[src/rtl/sdu_pkg.sv]
`timescale 1ns/1ps
package sdu_pkg;

  // Circular slot arithmetic: slot reached after 'step' moves from 'base'.
  function automatic int slot_after(int base, int step, int depth);
    return (base + step) % depth;
  endfunction

  // Budget remaining after 'used' issues.
  function automatic int quant_rest(int q, int used);
    return (q > used) ? q - used : 0;
  endfunction

endpackage

[src/rtl/sdu_store_q.sv]
`timescale 1ns/1ps
module sdu_store_q
  import sdu_pkg::*;
#(
  parameter int DEPTH  = 8,
  parameter int ADDR_W = 12,
  parameter int TAG_W  = 6,
  parameter int LANES  = 3,
  parameter int QW     = $clog2(LANES + 1),
  parameter int PTR_W  = $clog2(DEPTH),
  parameter int OCC_W  = $clog2(DEPTH + 1)
)(
  input  logic                    clk,
  input  logic                    rst_n,
  input  logic                    push,
  input  logic [ADDR_W-1:0]       push_addr,
  input  logic [TAG_W-1:0]        push_tag,
  input  logic                    cmt,
  input  logic [PTR_W-1:0]        cmt_slot,
  input  logic [QW-1:0]           pop_n,
  output logic [LANES*ADDR_W-1:0] lane_addr,
  output logic [LANES*TAG_W-1:0]  lane_tag,
  output logic [LANES-1:0]        lane_ready,
  output logic [OCC_W-1:0]        occ,
  output logic [PTR_W-1:0]        tail
);

  logic [ADDR_W-1:0] addr_mem [DEPTH];
  logic [TAG_W-1:0]  tag_mem  [DEPTH];
  logic [DEPTH-1:0]  spec_q;
  logic [PTR_W-1:0]  head_q, tail_q;
  logic [OCC_W-1:0]  occ_q;

  always_ff @(posedge clk) begin
    if (push) begin
      addr_mem[tail_q] <= push_addr;
      tag_mem[tail_q]  <= push_tag;
    end
  end

  always_ff @(posedge clk) begin
    if (!rst_n) begin
      head_q <= '0;
      tail_q <= '0;
      occ_q  <= '0;
      spec_q <= '0;
    end else begin
      if (cmt)  spec_q[cmt_slot] <= 1'b0;
      if (push) spec_q[tail_q]   <= 1'b1;
      head_q <= PTR_W'(slot_after(int'(head_q), int'(pop_n), DEPTH));
      if (push) tail_q <= PTR_W'(slot_after(int'(tail_q), 1, DEPTH));
      occ_q <= occ_q + OCC_W'(push) - OCC_W'(pop_n);
    end
  end

  for (genvar k = 0; k < LANES; k++) begin : g_lane
    logic [PTR_W-1:0] lane_slot;
    assign lane_slot = PTR_W'(slot_after(int'(head_q), k, DEPTH));
    assign lane_addr[k*ADDR_W +: ADDR_W] = addr_mem[lane_slot];
    assign lane_tag[k*TAG_W +: TAG_W]    = tag_mem[lane_slot];
    assign lane_ready[k] = (int'(occ_q) > k) && !spec_q[lane_slot];
  end

  assign occ  = occ_q;
  assign tail = tail_q;

endmodule

[src/rtl/sdu_issue_pick.sv]
`timescale 1ns/1ps
module sdu_issue_pick
  import sdu_pkg::*;
#(
  parameter int LANES = 3,
  parameter int QW    = $clog2(LANES + 1)
)(
  input  logic [QW-1:0]    quant_in,
  input  logic [LANES-1:0] lane_ready,
  input  logic [LANES-1:0] lane_port_ok,
  output logic [LANES-1:0] go,
  output logic [QW-1:0]    n_go,
  output logic [QW-1:0]    quant_left
);

  logic [LANES:0] chain;
  assign chain[0] = 1'b1;

  for (genvar k = 0; k < LANES; k++) begin : g_pick
    assign go[k] = chain[k] && (int'(quant_in) > k) && lane_ready[k] && lane_port_ok[k];
    assign chain[k+1] = go[k];
  end

  always_comb begin
    int cnt;
    cnt = 0;
    for (int i = 0; i < LANES; i++) cnt += int'(go[i]);
    n_go = QW'(cnt);
  end

  assign quant_left = QW'(quant_rest(int'(quant_in), int'(n_go)));

endmodule

[src/rtl/sdu_tally.sv]
`timescale 1ns/1ps
module sdu_tally #(
  parameter int QW    = 2,
  parameter int CYC_W = 16,
  parameter int CNT_W = 16
)(
  input  logic             clk,
  input  logic             rst_n,
  input  logic [QW-1:0]    n_go,
  output logic [CYC_W-1:0] cyc,
  output logic [CNT_W-1:0] reads
);

  always_ff @(posedge clk) begin
    if (!rst_n) begin
      cyc   <= '0;
      reads <= '0;
    end else begin
      cyc   <= cyc + 1'b1;
      reads <= reads + CNT_W'(n_go);
    end
  end

endmodule

[src/rtl/store_drain_unit.sv]
`timescale 1ns/1ps
module store_drain_unit #(
  parameter int DEPTH  = 8,
  parameter int ADDR_W = 12,
  parameter int TAG_W  = 6,
  parameter int LANES  = 3,
  parameter int CYC_W  = 16,
  parameter int CNT_W  = 16,
  localparam int QW    = $clog2(LANES + 1),
  localparam int PTR_W = $clog2(DEPTH),
  localparam int OCC_W = $clog2(DEPTH + 1)
)(
  input  logic                    clk,
  input  logic                    rst_n,
  input  logic                    enq_valid,
  input  logic [ADDR_W-1:0]       enq_addr,
  input  logic [TAG_W-1:0]        enq_tag,
  output logic                    enq_ready,
  output logic [PTR_W-1:0]        enq_slot,
  input  logic                    cmt_valid,
  input  logic [PTR_W-1:0]        cmt_slot,
  input  logic [QW-1:0]           quant_in,
  output logic [LANES*ADDR_W-1:0] probe_addr,
  input  logic [LANES-1:0]        probe_ok,
  output logic [LANES-1:0]        iss_valid,
  output logic [LANES*TAG_W-1:0]  iss_tag,
  output logic [CYC_W-1:0]        iss_stamp,
  output logic [QW-1:0]           quant_left,
  output logic [CNT_W-1:0]        rd_count
);

  // Named internal events
  logic             push_fire;
  logic [QW-1:0]    pop_n;
  logic [LANES-1:0] lane_ready;
  logic [OCC_W-1:0] occ;

  assign enq_ready = int'(occ) < DEPTH;
  assign push_fire = enq_valid && enq_ready;

  sdu_store_q #(
    .DEPTH(DEPTH), .ADDR_W(ADDR_W), .TAG_W(TAG_W), .LANES(LANES),
    .QW(QW), .PTR_W(PTR_W), .OCC_W(OCC_W)
  ) u_queue (
    .clk        (clk),
    .rst_n      (rst_n),
    .push       (push_fire),
    .push_addr  (enq_addr),
    .push_tag   (enq_tag),
    .cmt        (cmt_valid),
    .cmt_slot   (cmt_slot),
    .pop_n      (pop_n),
    .lane_addr  (probe_addr),
    .lane_tag   (iss_tag),
    .lane_ready (lane_ready),
    .occ        (occ),
    .tail       (enq_slot)
  );

  sdu_issue_pick #(.LANES(LANES), .QW(QW)) u_pick (
    .quant_in     (quant_in),
    .lane_ready   (lane_ready),
    .lane_port_ok (probe_ok),
    .go           (iss_valid),
    .n_go         (pop_n),
    .quant_left   (quant_left)
  );

  sdu_tally #(.QW(QW), .CYC_W(CYC_W), .CNT_W(CNT_W)) u_tally (
    .clk   (clk),
    .rst_n (rst_n),
    .n_go  (pop_n),
    .cyc   (iss_stamp),
    .reads (rd_count)
  );

endmodule

[config.mk]
export PLATFORM = sky130hd
export DESIGN_NAME = store_drain_unit
export DESIGN_NICKNAME = d
export VERILOG_FILES = /design/src/rtl/sdu_pkg.sv /design/src/rtl/sdu_store_q.sv /design/src/rtl/sdu_issue_pick.sv /design/src/rtl/sdu_tally.sv /design/src/rtl/store_drain_unit.sv
export SDC_FILE = /design/constraint.sdc
export NUM_CORES = 1
export LEC_CHECK = 0
export BUFFER_PORTS_ARGS = -buffer_cell sky130_fd_sc_hd__buf_2
export CAP_MARGIN = 20
export CORE_MARGIN = 1.5
export CORE_UTILIZATION = 53
export DETAILED_ROUTE_END_ITERATION = 12
export GPL_TIMING_DRIVEN = 0
export PLACE_DENSITY_LB_ADDON = 0.15
export SYNTH_ARGS = -nofsm -noshare
export SYNTH_HDL_FRONTEND = slang
export SYNTH_SLANG_ARGS = --single-unit
[constraint.sdc]
create_clock -name clk -period 4.3 [get_ports clk]
set_clock_uncertainty 0.1 [all_clocks]
set_input_delay 0.86 -clock clk [delete_from_list [all_inputs] [get_ports clk]]
set_output_delay 0.86 -clock clk [all_outputs]
set_load 0.02 [all_outputs]
# Yosys cells after proc, flatten, opt, wreduce, memory -nomap -nowiden
# Memories as Yosys holds them, arrays and structs flattened. A register that Yosys moved wholly into a read port is not among the register bits.
# Index checks and enable logic that the tools add are counted.
totals:
  ramBits: 144
  output_inout_bits: 95
  register_bits: 50
  inputBits: 30
  n_memories: 2
  wordCells: 72
mem_list:
  columns: ["name", "depth", "width", "rd", "rd_clocked_by_memory_dff", "write_ports", "line", "source"]
  rows:
  - ["u_queue.addr_mem", 8, 12, 3, 1, 1, "sdu_store_q.sv:28", "logic [ADDR_W-1:0] addr_mem [DEPTH];"]
  - ["u_queue.tag_mem", 8, 6, 3, 1, 1, "sdu_store_q.sv:29", "logic [TAG_W-1:0] tag_mem [DEPTH];"]
op_classes:
  n_mux: 18
  bitwise_logic: 3
  reduce_logical: 17
  magnitude_cmp: 15
  add_sub_neg: 11
ops:
  columns: ["cell", "n"]
  rows:
  - ["$mux 8", 3]
  - ["$lt 3x4->1 const B", 5]
  - ["$add 16x1->16 const B", 1]
  - ["$add 16x2->16", 1]
  - ["$logic_and 1x1->1", 14]
  - ["$bmux 1 s3", 3]
  - ["$and 8x8->8", 1]
  - ["$gt 4x1->1 const B", 2]
  - ["$not 8->8", 1]
  - ["$or 8x8->8", 1]
  - ["$mux 1", 7]
  - ["$add 3x1->3 const B", 2]
  - ["$demux 1 s3", 2]
  - ["$ge 3x1->1 const B", 2]
  - ["$mux 3", 2]
  - ["$add 4x1->4", 1]
  - ["$gt 2x1->1 const B", 2]
  - ["$gt 4x2->1 const B", 1]
  - ["$lt 4x4->1 const B", 1]
  - ["$sub 4x2->4", 1]
  - ["$add 3x2->3", 1]
  - ["$add 3x2->3 const B", 1]
  - ["$logic_not 1->1", 3]
  - ["$add 1x1->2", 1]
  - ["other kinds (5)", 5]

# Depth between registers and ports, before layout
# Gate-level depths: netlist of run 1.
depth:
  ltp_word: 15
  mapped_depth: 16
  mapped_depth_nobuf: 16

# Modules after synthesis
# From an unflattened synthesis of run 1, not the netlist that was laid out.
hier_totals:
  cells_unflattened: 603
  hier_area_um2: 9922.0
modules_own_cells:
  columns: ["module", "area_each_um2", "cells_each", "seq_area_each_um2", "n_inst"]
  rows:
  - ["sdu_store_q", 8415.6, 430, 4684.5, 1]
  - ["sdu_tally", 1371.3, 155, 640.6, 1]
  - ["sdu_issue_pick", 125.1, 16, 0.0, 1]
  - ["store_drain_unit", 10.0, 2, 0.0, 1]

# Worst setup path before layout of run 1
# OpenSTA, ideal clock, no wires.
synth_path:
  path_kind: "register to output"
  from: "reg u_queue.head_q[1]"
  to: "out quant_left[1]"
  path_buffers: 1
  arrival_time_ns: 3.843
  slack_ns: -0.503
  required_ns: 3.340
  path_stages_with_launch: 15
  path_cell_list: "dfxtp_1 ha_1 clkbuf_1 mux4_2 mux2_2 or3b_4 inv_2 o2111ai_1 fa_1 inv_1 ha_1 inv_1 fa_1 nand2_1 a21oi_1"
synth_via:
  elab_chain_len: 15
  word_cells_on_any_way: 27
  cone_classes: "add/sub (5); order compare (1); mux (7); reduce/logical (14)"
synth_lines:
  columns: ["element", "line", "source"]
  rows:
  - ["from (decl)", "sdu_store_q.sv:31", "logic [PTR_W-1:0] head_q, tail_q;"]
  - ["from (signal assigned)", "sdu_store_q.sv:50", "head_q <= PTR_W'(slot_after(int'(head_q), int'(pop_n), DEPTH));"]
  - ["parallel branches: the longest is 7 deep, another holds $add 3x1->3", null, null]
  - ["$logic_and 1x1->1 (*) (2 in series)", "sdu_issue_pick.sv:20", "assign go[k] = chain[k] && (int'(quant_in) > k) && lane_ready[k] && lane_port_ok[k];"]
  - ["net iss_valid[1]", "store_drain_unit.sv:25", "output logic [LANES-1:0] iss_valid,"]
  - ["$logic_and 1x1->1 (3 in series)", "sdu_issue_pick.sv:20", null]
  - ["$add 2x2->2 (*)", "sdu_issue_pick.sv:27", "for (int i = 0; i < LANES; i++) cnt += int'(go[i]);"]
  - ["$sub 2x2->2 or $gt 2x2->1 (tied branches)", "sdu_pkg.sv:11", "return (q > used) ? q - used : 0;"]
  - ["$mux 2 (*)", "sdu_pkg.sv:11", null]
  - ["to (decl)", "store_drain_unit.sv:28", "output logic [QW-1:0] quant_left,"]
# Mark *: on every way through the listed nets, which the timed path passes. The select of a mux whose other input is x is not followed.

# Worst setup path after layout of run 1
layout_path:
  from: "reg u_queue.head_q[0]"
  to: "out quant_left[1]"
layout_via:
  elab_chain_len: 15
  word_cells_on_any_way: 27
  cone_classes: "add/sub (5); order compare (1); mux (7); reduce/logical (14)"
layout_lines:
  columns: ["element", "line"]
  rows:
  - ["parallel branches: the longest is 12 deep, another holds $add 3x1->3", null]
  - ["$add 2x2->2 (*)", "sdu_issue_pick.sv:27"]
  - ["$sub 2x2->2 or $gt 2x2->1 (tied branches)", "sdu_pkg.sv:11"]
  - ["$mux 2 (*)", "sdu_pkg.sv:11"]
# Every way passes the cells marked *. The select of a mux whose other input is x is not followed.

==> flow_summary.ini, run 1 <==
[global_route]
grt_start_max_net_pins = 19
antenna_found_initial = 1
gr_usage_total_pct = 27.5
first_global_vias = 6766
grt_pass1_wl_um = 37100
global_route_total_overflow = 0

[timing]
timing.final.setup_violations = 2
slew-limit-headroom_pct = 28.9
layout_worst_path_cycle_share_pct = 113
smallest_setup_slack_after_layout_ns = -0.566
highest_achievable_clock_rate_ghz = 0.205
hold_viol_final = 0
finalMaxSlewViolations = 0
hold-worst-slack_ns = 0.371
finalWorstPathRequiredPeriod_ns = 4.87
tightest_slew_ns = 1.07
grt_setup_unrepaired = true

[hold_path]
worst_min_path_class = reg -> reg

[yosys]
post_synth_instance_area_um2 = 9590
postSynthCellCount = 702
synth.lib_cells_used.distinct = 42
net_count_after_synthesis = 752
synth-edff-count = 144
yosys_warnings = 0
yosys_most_used_dff = sky130_fd_sc_hd__edfxtp_1
ys_ff_latch = 194
synthArstFlopShare_pct = 0
post_synth.cell_area_avg_um2 = 13.7
synth_sequential_area_ratio_pct = 55.5

[placed_design]
io_buffers = 124
dpl_worst_slack_ns = -0.517
dpl.hpwl_um = 16900
dp_cells = 1059
placement.cell_area_um2 = 10700
gp_routability_congestion = 0.804

[setup_path]
end_kind = primary output
setup.reg_to_reg.worst_slack_ns = 0.16
critical_path_required_ns = 3.34
critical_path_peak_fanout = 3
worst-endpoint-arrival_ns = 3.91
timing.setup.critical_path_class = reg -> out
crit_path_start_kind = flip-flop

[drt]
route.vias.total = 6702
detail_route.vias_per_cell = 6.08
drt_iter0_drc = 545
route.detailed.drc = 0
drtAntennaViolNets = 0
drt_pre_antenna_iters = 5
detail_route.wirelength_um = 25300
route.detailed.wl_per_inst_um = 23.0

[finish]
antenna_cells_inserted = 0
fillerInstances = 1319
filler_free_cell_count_of_the_finished_design = 1102
finish.utilization_pct = 64.3
layout-area-overhead-vs-synth_pct = 19.6
final_layout_size_suffix_gt1_share_pct = 36.9
layout.cells.most_common = sky130_fd_sc_hd__edfxtp_1
num-nets-final = 910
layout.area.seq_um2 = 5330
commonest_cells_after_routing_fill_and_taps_aside = 144 x sky130_fd_sc_hd__edfxtp_1, 135 x sky130_fd_sc_hd__buf_2, 58 x sky130_fd_sc_hd__mux4_2, 55 x sky130_fd_sc_hd__nand2_1, 55 x sky130_fd_sc_hd__mux2_2
final_area_um2 = 11500
multi_input_area_um2 = 4140

[die]
floorplan.die.width_um = 138
row_count = 49
die_y_um = 138
design.core.area_um2 = 17800
start_util_pct = 53.8
fp.dieArea_um2 = 18900
ioPinCount = 125

[power]
worst_ir_drop_vdd_mv = 0.344
p_leak_nw = 4.07
power_density_over_the_cells_nw_per_um2 = 549

[status]
failed_checks = negative setup slack
status = complete, but fails checks

[clock_network]
clock_latency_ns = 0.44
clkSlewWorstSetupHoldPaths_ns = 0.07
tritoncts = done
root_buffer = sky130_fd_sc_hd__clkbuf_16
ctsLongestPathBuffers = 2
tritoncts_buffers = 17
ctsHtreeMaxLevel = 4
clock-sinks = 194

[flow_run]
max-cap-violations = 0
## flip-flops by register name (all words and copies together), names as in the netlist
signal	flops
u_queue.addr_mem	96
u_queue.head_q	3
u_queue.occ	4
u_queue.spec_q	8
u_queue.tag_mem	48
u_queue.tail	3
u_tally.cyc	16
u_tally.reads	16
## critical path, cell delays in order, from the launching register on
cell                        delay (ns)
sky130_fd_sc_hd__dfxtp_4          0.36
sky130_fd_sc_hd__ha_4             0.29
sky130_fd_sc_hd__clkbuf_16        0.12
sky130_fd_sc_hd__mux4_2           0.27
sky130_fd_sc_hd__mux2_4           0.28
sky130_fd_sc_hd__or3b_4           0.40
sky130_fd_sc_hd__inv_4            0.08
sky130_fd_sc_hd__o2111ai_4        0.11
sky130_fd_sc_hd__fa_1             0.48
sky130_fd_sc_hd__inv_2            0.09
sky130_fd_sc_hd__ha_4             0.12
sky130_fd_sc_hd__inv_2            0.03
sky130_fd_sc_hd__fa_2             0.52
sky130_fd_sc_hd__nand2_2          0.07
sky130_fd_sc_hd__a21oi_4          0.11
sky130_fd_sc_hd__buf_6            0.13
## synthesized netlist by cell type (2+ instances only)
| cell type | instances | area, um^2 |
|---|---|---|
| sky130_fd_sc_hd__mux4_2 | 58 | 1310 |
| sky130_fd_sc_hd__and3_1 | 6 | 37.5 |
| sky130_fd_sc_hd__o21ai_0 | 43 | 215 |
| sky130_fd_sc_hd__nand4_1 | 8 | 50.1 |
| sky130_fd_sc_hd__buf_2 | 13 | 65.1 |
| sky130_fd_sc_hd__or4_1 | 3 | 22.5 |
| sky130_fd_sc_hd__nand3_1 | 13 | 65.1 |
| sky130_fd_sc_hd__and2_1 | 8 | 50.1 |
| sky130_fd_sc_hd__nor4_1 | 2 | 12.5 |
| sky130_fd_sc_hd__o21a_1 | 7 | 52.6 |
| sky130_fd_sc_hd__nand2b_1 | 8 | 50.1 |
| sky130_fd_sc_hd__buf_1 | 6 | 22.5 |
| sky130_fd_sc_hd__mux2_2 | 56 | 631 |
| sky130_fd_sc_hd__dfxtp_1 | 50 | 1000 |
| sky130_fd_sc_hd__nor3_1 | 2 | 10.0 |
| sky130_fd_sc_hd__a21oi_1 | 31 | 155 |
| sky130_fd_sc_hd__fa_1 | 5 | 100 |
| sky130_fd_sc_hd__xnor2_1 | 10 | 87.6 |
| sky130_fd_sc_hd__and4_1 | 2 | 17.5 |
| sky130_fd_sc_hd__o31ai_1 | 4 | 30.0 |
| sky130_fd_sc_hd__clkbuf_1 | 20 | 75.1 |
| sky130_fd_sc_hd__nand2_1 | 56 | 210 |
| sky130_fd_sc_hd__a21o_1 | 2 | 15.0 |
| sky130_fd_sc_hd__inv_1 | 20 | 75.1 |
| sky130_fd_sc_hd__mux2i_1 | 25 | 250 |
| sky130_fd_sc_hd__or3_1 | 3 | 18.8 |
| sky130_fd_sc_hd__nor2b_1 | 3 | 18.8 |
| sky130_fd_sc_hd__ha_1 | 15 | 188 |
| sky130_fd_sc_hd__nor2_1 | 53 | 199 |
| sky130_fd_sc_hd__edfxtp_1 | 144 | 4320 |
| sky130_fd_sc_hd__xor2_1 | 15 | 131 |
## final timing paths
path,to,cells past startpoint,start
setup reg to reg,u_queue.occ[2],17,u_queue.head_q[0]
setup / recovery,quant_left[1],15,u_queue.head_q[0]
hold / removal,u_tally.reads[15],2,u_tally.reads[15]
hold reg to reg,u_tally.reads[15],2,u_tally.reads[15]
## stage by stage
stage | power [mW] | setup TNS [ns]
5_1_grt | 6.54 | -1.03
3_5_place_dp | 4.62 | -1.21
2_1_floorplan | 3.91 | -0.0176
6_report | 6.29 | -0.894
3_3_place_gp | 4.55 | -0.889
4_1_cts | 6.29 | -0.923
## report_power, final
part	switching, mW	internal [mW]	total, mW
sequential	0.0712	2.13	2.20
clock	0.696	0.912	1.61
combinational	1.39	1.10	2.49
total	2.15	4.14	6.29
## repair_timing
action,CTS,global route
setup buffers,8,3
hold buffers,0,0
pin swaps,3,4
gates resized for setup,18,4
cloned,0,0
setup endpoints to repair,7,12
## logic make-up (layout without fill, tap and decap cells)
group | Yosys count | after routing | share of synthesized area [%]
buffers and inverters | 61 | 232 | 2.63
muxes | 139 | 139 | 22.8
AOI/OAI and AO/OA | 92 | 92 | 5.37
DFF | 194 | 194 | 55.5
adders and majority gates | 20 | 20 | 3.00
xor gates and xnor gates | 26 | 26 | 2.45
and+or+nand+nor | 170 | 170 | 8.23
## layer usage
metal	GRT usage [%]	up-vias	share of wire [%]	routed length (um)
met2	47.0	310	51	12900
met4	11.6	2	2.6	663
met1	34.3	3354	39	9860
met3	5.37	54	7.6	1920
met5	0	-	0.036	9
li1	-	2982	-	-
## final cells by class
class | count | area share, %
Buffer | 40 | 1.70
Clock buffer | 22 | 4.15
Clock inverter | 10 | 1.06
Inverter | 21 | 0.709
Multi-Input combinational cell | 447 | 36.1
Sequential cell | 194 | 46.5
Tap cell | 229 | 2.50
Timing Repair Buffer | 139 | 7.27
(Power assumes the default switching activity.)
==> run 2, diff against run 1 <==
--- a/config.mk
+++ b/config.mk
@@ -5,6 +5,7 @@
 export SDC_FILE = /design/constraint.sdc
 export NUM_CORES = 1
 export LEC_CHECK = 0
+export ABC_AREA = 1
 export BUFFER_PORTS_ARGS = -buffer_cell sky130_fd_sc_hd__buf_2
 export CAP_MARGIN = 20
 export CORE_MARGIN = 1.5
==> run 2 against run 1 <==
  * Largest power group unchanged
  * Total power up 21%
  * The flow now finishes without violations
  * Highest routed layer is now met4
  * Core utilization up 0.21 points
  * Critical path depth up 3
==> flow_summary.ini, run 2 <==
[clock_network]
clkSlewWorstSetupHoldPaths_ns = 0.08
root_buffer = sky130_fd_sc_hd__clkbuf_16
ctsHtreeMaxLevel = 4
tritoncts = done
cts_hold_repair.buffers = 0
clock-sinks = 194
clock_latency_ns = 0.45
ctsLongestPathBuffers = 2
tritoncts_buffers = 17

[finish]
finish.utilization_pct = 64.5
layout.cells.most_common = sky130_fd_sc_hd__nand2_1
layout-area-overhead-vs-synth_pct = 19.2
final_area_um2 = 12100
fillerInstances = 1577
commonest_cells_after_routing_fill_and_taps_aside = 413 x sky130_fd_sc_hd__nand2_1, 148 x sky130_fd_sc_hd__o21ai_0, 144 x sky130_fd_sc_hd__edfxtp_1, 140 x sky130_fd_sc_hd__buf_2, 113 x sky130_fd_sc_hd__inv_1
layout.area.seq_um2 = 5330
largestRegisters = u_queue.addr_mem: 96 flops, u_queue.tag_mem: 48 flops
num-nets-final = 1462
filler_free_cell_count_of_the_finished_design = 1660
final_layout_size_suffix_gt1_share_pct = 17.3
largest_register_ff_count = 96
largest_register = u_queue.addr_mem
multi_input_area_um2 = 4140

[yosys]
synth_largest_type_area_fraction_pct = 42.7
synth_sequential_area_ratio_pct = 52.6
synthArstFlopShare_pct = 0
post_synth_instance_area_um2 = 10100
synth-edff-count = 144
synthTopCellsByCount = 421 x sky130_fd_sc_hd__nand2_1, 149 x sky130_fd_sc_hd__o21ai_0, 144 x sky130_fd_sc_hd__edfxtp_1
synth.lib_cells_used.distinct = 36
net_count_after_synthesis = 1298
yosys_warnings = 0
synth.area.top_cells = sky130_fd_sc_hd__edfxtp_1 43%, sky130_fd_sc_hd__nand2_1 16%, sky130_fd_sc_hd__dfxtp_1 9.9%, sky130_fd_sc_hd__o21ai_0 7.4%, sky130_fd_sc_hd__inv_1 4.4%
post_synth.cell_area_avg_um2 = 8.11
postSynthCellCount = 1248
ys_ff_latch = 194
yosys.cell_count.top_type = sky130_fd_sc_hd__nand2_1
synth_area_leader_cell = sky130_fd_sc_hd__edfxtp_1
yosys_most_used_dff = sky130_fd_sc_hd__edfxtp_1

[setup_path]
critical_path_peak_fanout = 10
end_kind = primary output
crit_path_frequent_cell = sky130_fd_sc_hd__nor2_1
worst-endpoint-arrival_ns = 3.20
critical-path-top-delay-family = adder cells
cp_num_buf_inv = 7
critical-path-slowest-cell = sky130_fd_sc_hd__fa_1
timing.setup.critical_path_class = reg -> out
crit_path_start_kind = flip-flop
crit_chain = buf_8 -> buf_6 -> nor2_1 -> nor2_1 -> o21ai_0 -> nand2_1 -> nand2_2 -> inv_1 -> nor2_1 -> nand3_1 -> fa_1 -> inv_2 -> ha_1 -> inv_1 -> fa_1 -> inv_1 -> nor2_1 -> buf_4
critical_path.max_stage_delay_ns = 0.47
critical_path_required_ns = 3.34

[die]
fp.dieArea_um2 = 19900
ioPinCount = 125
row_count = 50
die_y_um = 141
start_util_pct = 54.1
floorplan.die.width_um = 141
design.core.area_um2 = 18700

[global_route]
antenna_found_initial = 1
first_global_vias = 8867
grt_pass1_wl_um = 48900
grt_start_max_net_pins = 18
global_route_total_overflow = 0
gr_usage_total_pct = 33.2

[timing]
finalWorstPathRequiredPeriod_ns = 4.16
hold_viol_final = 0
finalMaxSlewViolations = 0
slew-limit-headroom_pct = 33.3
timing.final.setup_violations = 0
tightest_slew_ns = 1.00
highest_achievable_clock_rate_ghz = 0.240
layout_worst_path_cycle_share_pct = 96.8

[drt]
route.vias.total = 9604
detail_route.wirelength_um = 32700
drtAntennaViolNets = 0
route.detailed.drc = 0
detail_route.vias_per_cell = 5.79
drt_pre_antenna_iters = 8
drt_iter0_drc = 1290
route.detailed.wl_per_inst_um = 19.7

[placed_design]
io_buffers = 124
dpl.hpwl_um = 21700
placement.cell_area_um2 = 11200
dp_cells = 1614
gp_routability_congestion = 0.910

[hold_path]
worst_min_path_class = reg -> reg

[flow_run]
max-cap-violations = 0

[status]
status = finished clean

[power]
totalPowerFinal_mw = 7.64
p_leak_nw = 4.95
worst_ir_drop_vdd_mv = 0.358
power_density_over_the_cells_nw_per_um2 = 633
## run 2: changes by cell type after synthesis, moves of 13 or more
cell                      before  now
sky130_fd_sc_hd__a21oi_1      31   74
sky130_fd_sc_hd__nor2_1       53   92
sky130_fd_sc_hd__mux2i_1      25    0
sky130_fd_sc_hd__o21ai_1       0   23
sky130_fd_sc_hd__nand2_1      56  421
sky130_fd_sc_hd__nand4_1       8   40
sky130_fd_sc_hd__inv_1        20  118
sky130_fd_sc_hd__mux2_2       56    0
sky130_fd_sc_hd__mux4_2       58    0
sky130_fd_sc_hd__o21ai_0      43  149
sky130_fd_sc_hd__xor2_1       15    2
## run 2: through the flow
| stage | hold WS (ns) | TNS, ns | setup WS, ns |
|---|---|---|---|
| floorplan | 0.354 | 0 | 0.321 |
| CTS | 0.374 | 0 | 0.00906 |
| global placement | 0.343 | -0.122 | -0.122 |
| global route | 0.396 | -0.0681 | -0.0681 |
| finish | 0.370 | 0 | 0.137 |
| detailed placement | 0.350 | -0.203 | -0.170 |
## run 2: metal layers
metal  part of all wire [%]  wire length [um]  vias up  global-route usage (%)
met5                      0                 0        -                       0
met4                    3.7              1200        0                    14.8
met3                     12              4000      109                    6.42
met2                     45             14800      659                    51.9
met1                     39             12700     4382                    45.1
li1                       -                 -     4454                       -
## run 2: worst paths after layout
check	startpoint	to	slack, ns	depth (start not counted)
setup / recovery	u_queue.head_q[0]	quant_left[1]	0.14	18
setup reg to reg	u_queue.head_q[0]	u_tally.reads[10]	0.83	22
hold / removal	u_tally.cyc[0]	u_tally.cyc[0]	0.37	1
hold reg to reg	u_tally.cyc[0]	u_tally.cyc[0]	0.37	1
## run 2: cell families after synthesis
| group | after synthesis | share of synthesized area [%] |
|---|---|---|
| flip-flops | 194 | 52.6 |
| adder cells (fa/ha/maj) | 20 | 2.84 |
| AO/OA/AOI/OAI | 254 | 12.7 |
| AND/OR/NAND/NOR | 591 | 23.8 |
| XOR/XNOR | 5 | 0.507 |
| buffers and inverters | 184 | 7.47 |
## run 2: timing repair
| item | in CTS | in global routing |
|---|---|---|
| resized for setup | 19 | 21 |
| endpoints found under the setup margin | 2 | 2 |
| setup buffers | 2 | 12 |
| pin swaps | 0 | 8 |
| endpoints found under the hold margin | 0 | 0 |
## run 2: worst register-to-register path, stage by stage (launching register included)
cell and delay (ns):
sky130_fd_sc_hd__dfxtp_4 0.37, sky130_fd_sc_hd__buf_8 0.13, sky130_fd_sc_hd__buf_6 0.13, sky130_fd_sc_hd__nor2_1 0.14
sky130_fd_sc_hd__nor2_1 0.06, sky130_fd_sc_hd__o21ai_0 0.06, sky130_fd_sc_hd__nand2_1 0.10, sky130_fd_sc_hd__nand2_2 0.11
sky130_fd_sc_hd__inv_1 0.04, sky130_fd_sc_hd__nor2_1 0.08, sky130_fd_sc_hd__nand3_1 0.09, sky130_fd_sc_hd__fa_1 0.45
sky130_fd_sc_hd__inv_2 0.08, sky130_fd_sc_hd__buf_4 0.13, sky130_fd_sc_hd__ha_1 0.20, sky130_fd_sc_hd__fa_1 0.21
sky130_fd_sc_hd__nand2_1 0.09, sky130_fd_sc_hd__inv_1 0.08, sky130_fd_sc_hd__nand2_1 0.09, sky130_fd_sc_hd__nor3_1 0.39
sky130_fd_sc_hd__nand3_1 0.12, sky130_fd_sc_hd__nand2_1 0.08, sky130_fd_sc_hd__a21oi_1 0.04
## run 2: final cells by class
class                           count  area share [%]
Tap cell                          234            2.43
Timing Repair Buffer              146            7.34
Buffer                             61            2.57
Clock buffer                       18            3.56
Inverter                          122            3.87
Multi-Input combinational cell    870            34.4
Antenna cell                        1          0.0207
Clock inverter                     14            1.65
Sequential cell                   194            44.2
## run 2: power by group
group          internal [mW]  switching [mW]  leakage [nW]
sequential              2.13          0.0567          1.71
clock                  0.981           0.734         0.296
combinational           1.12            2.62          2.94
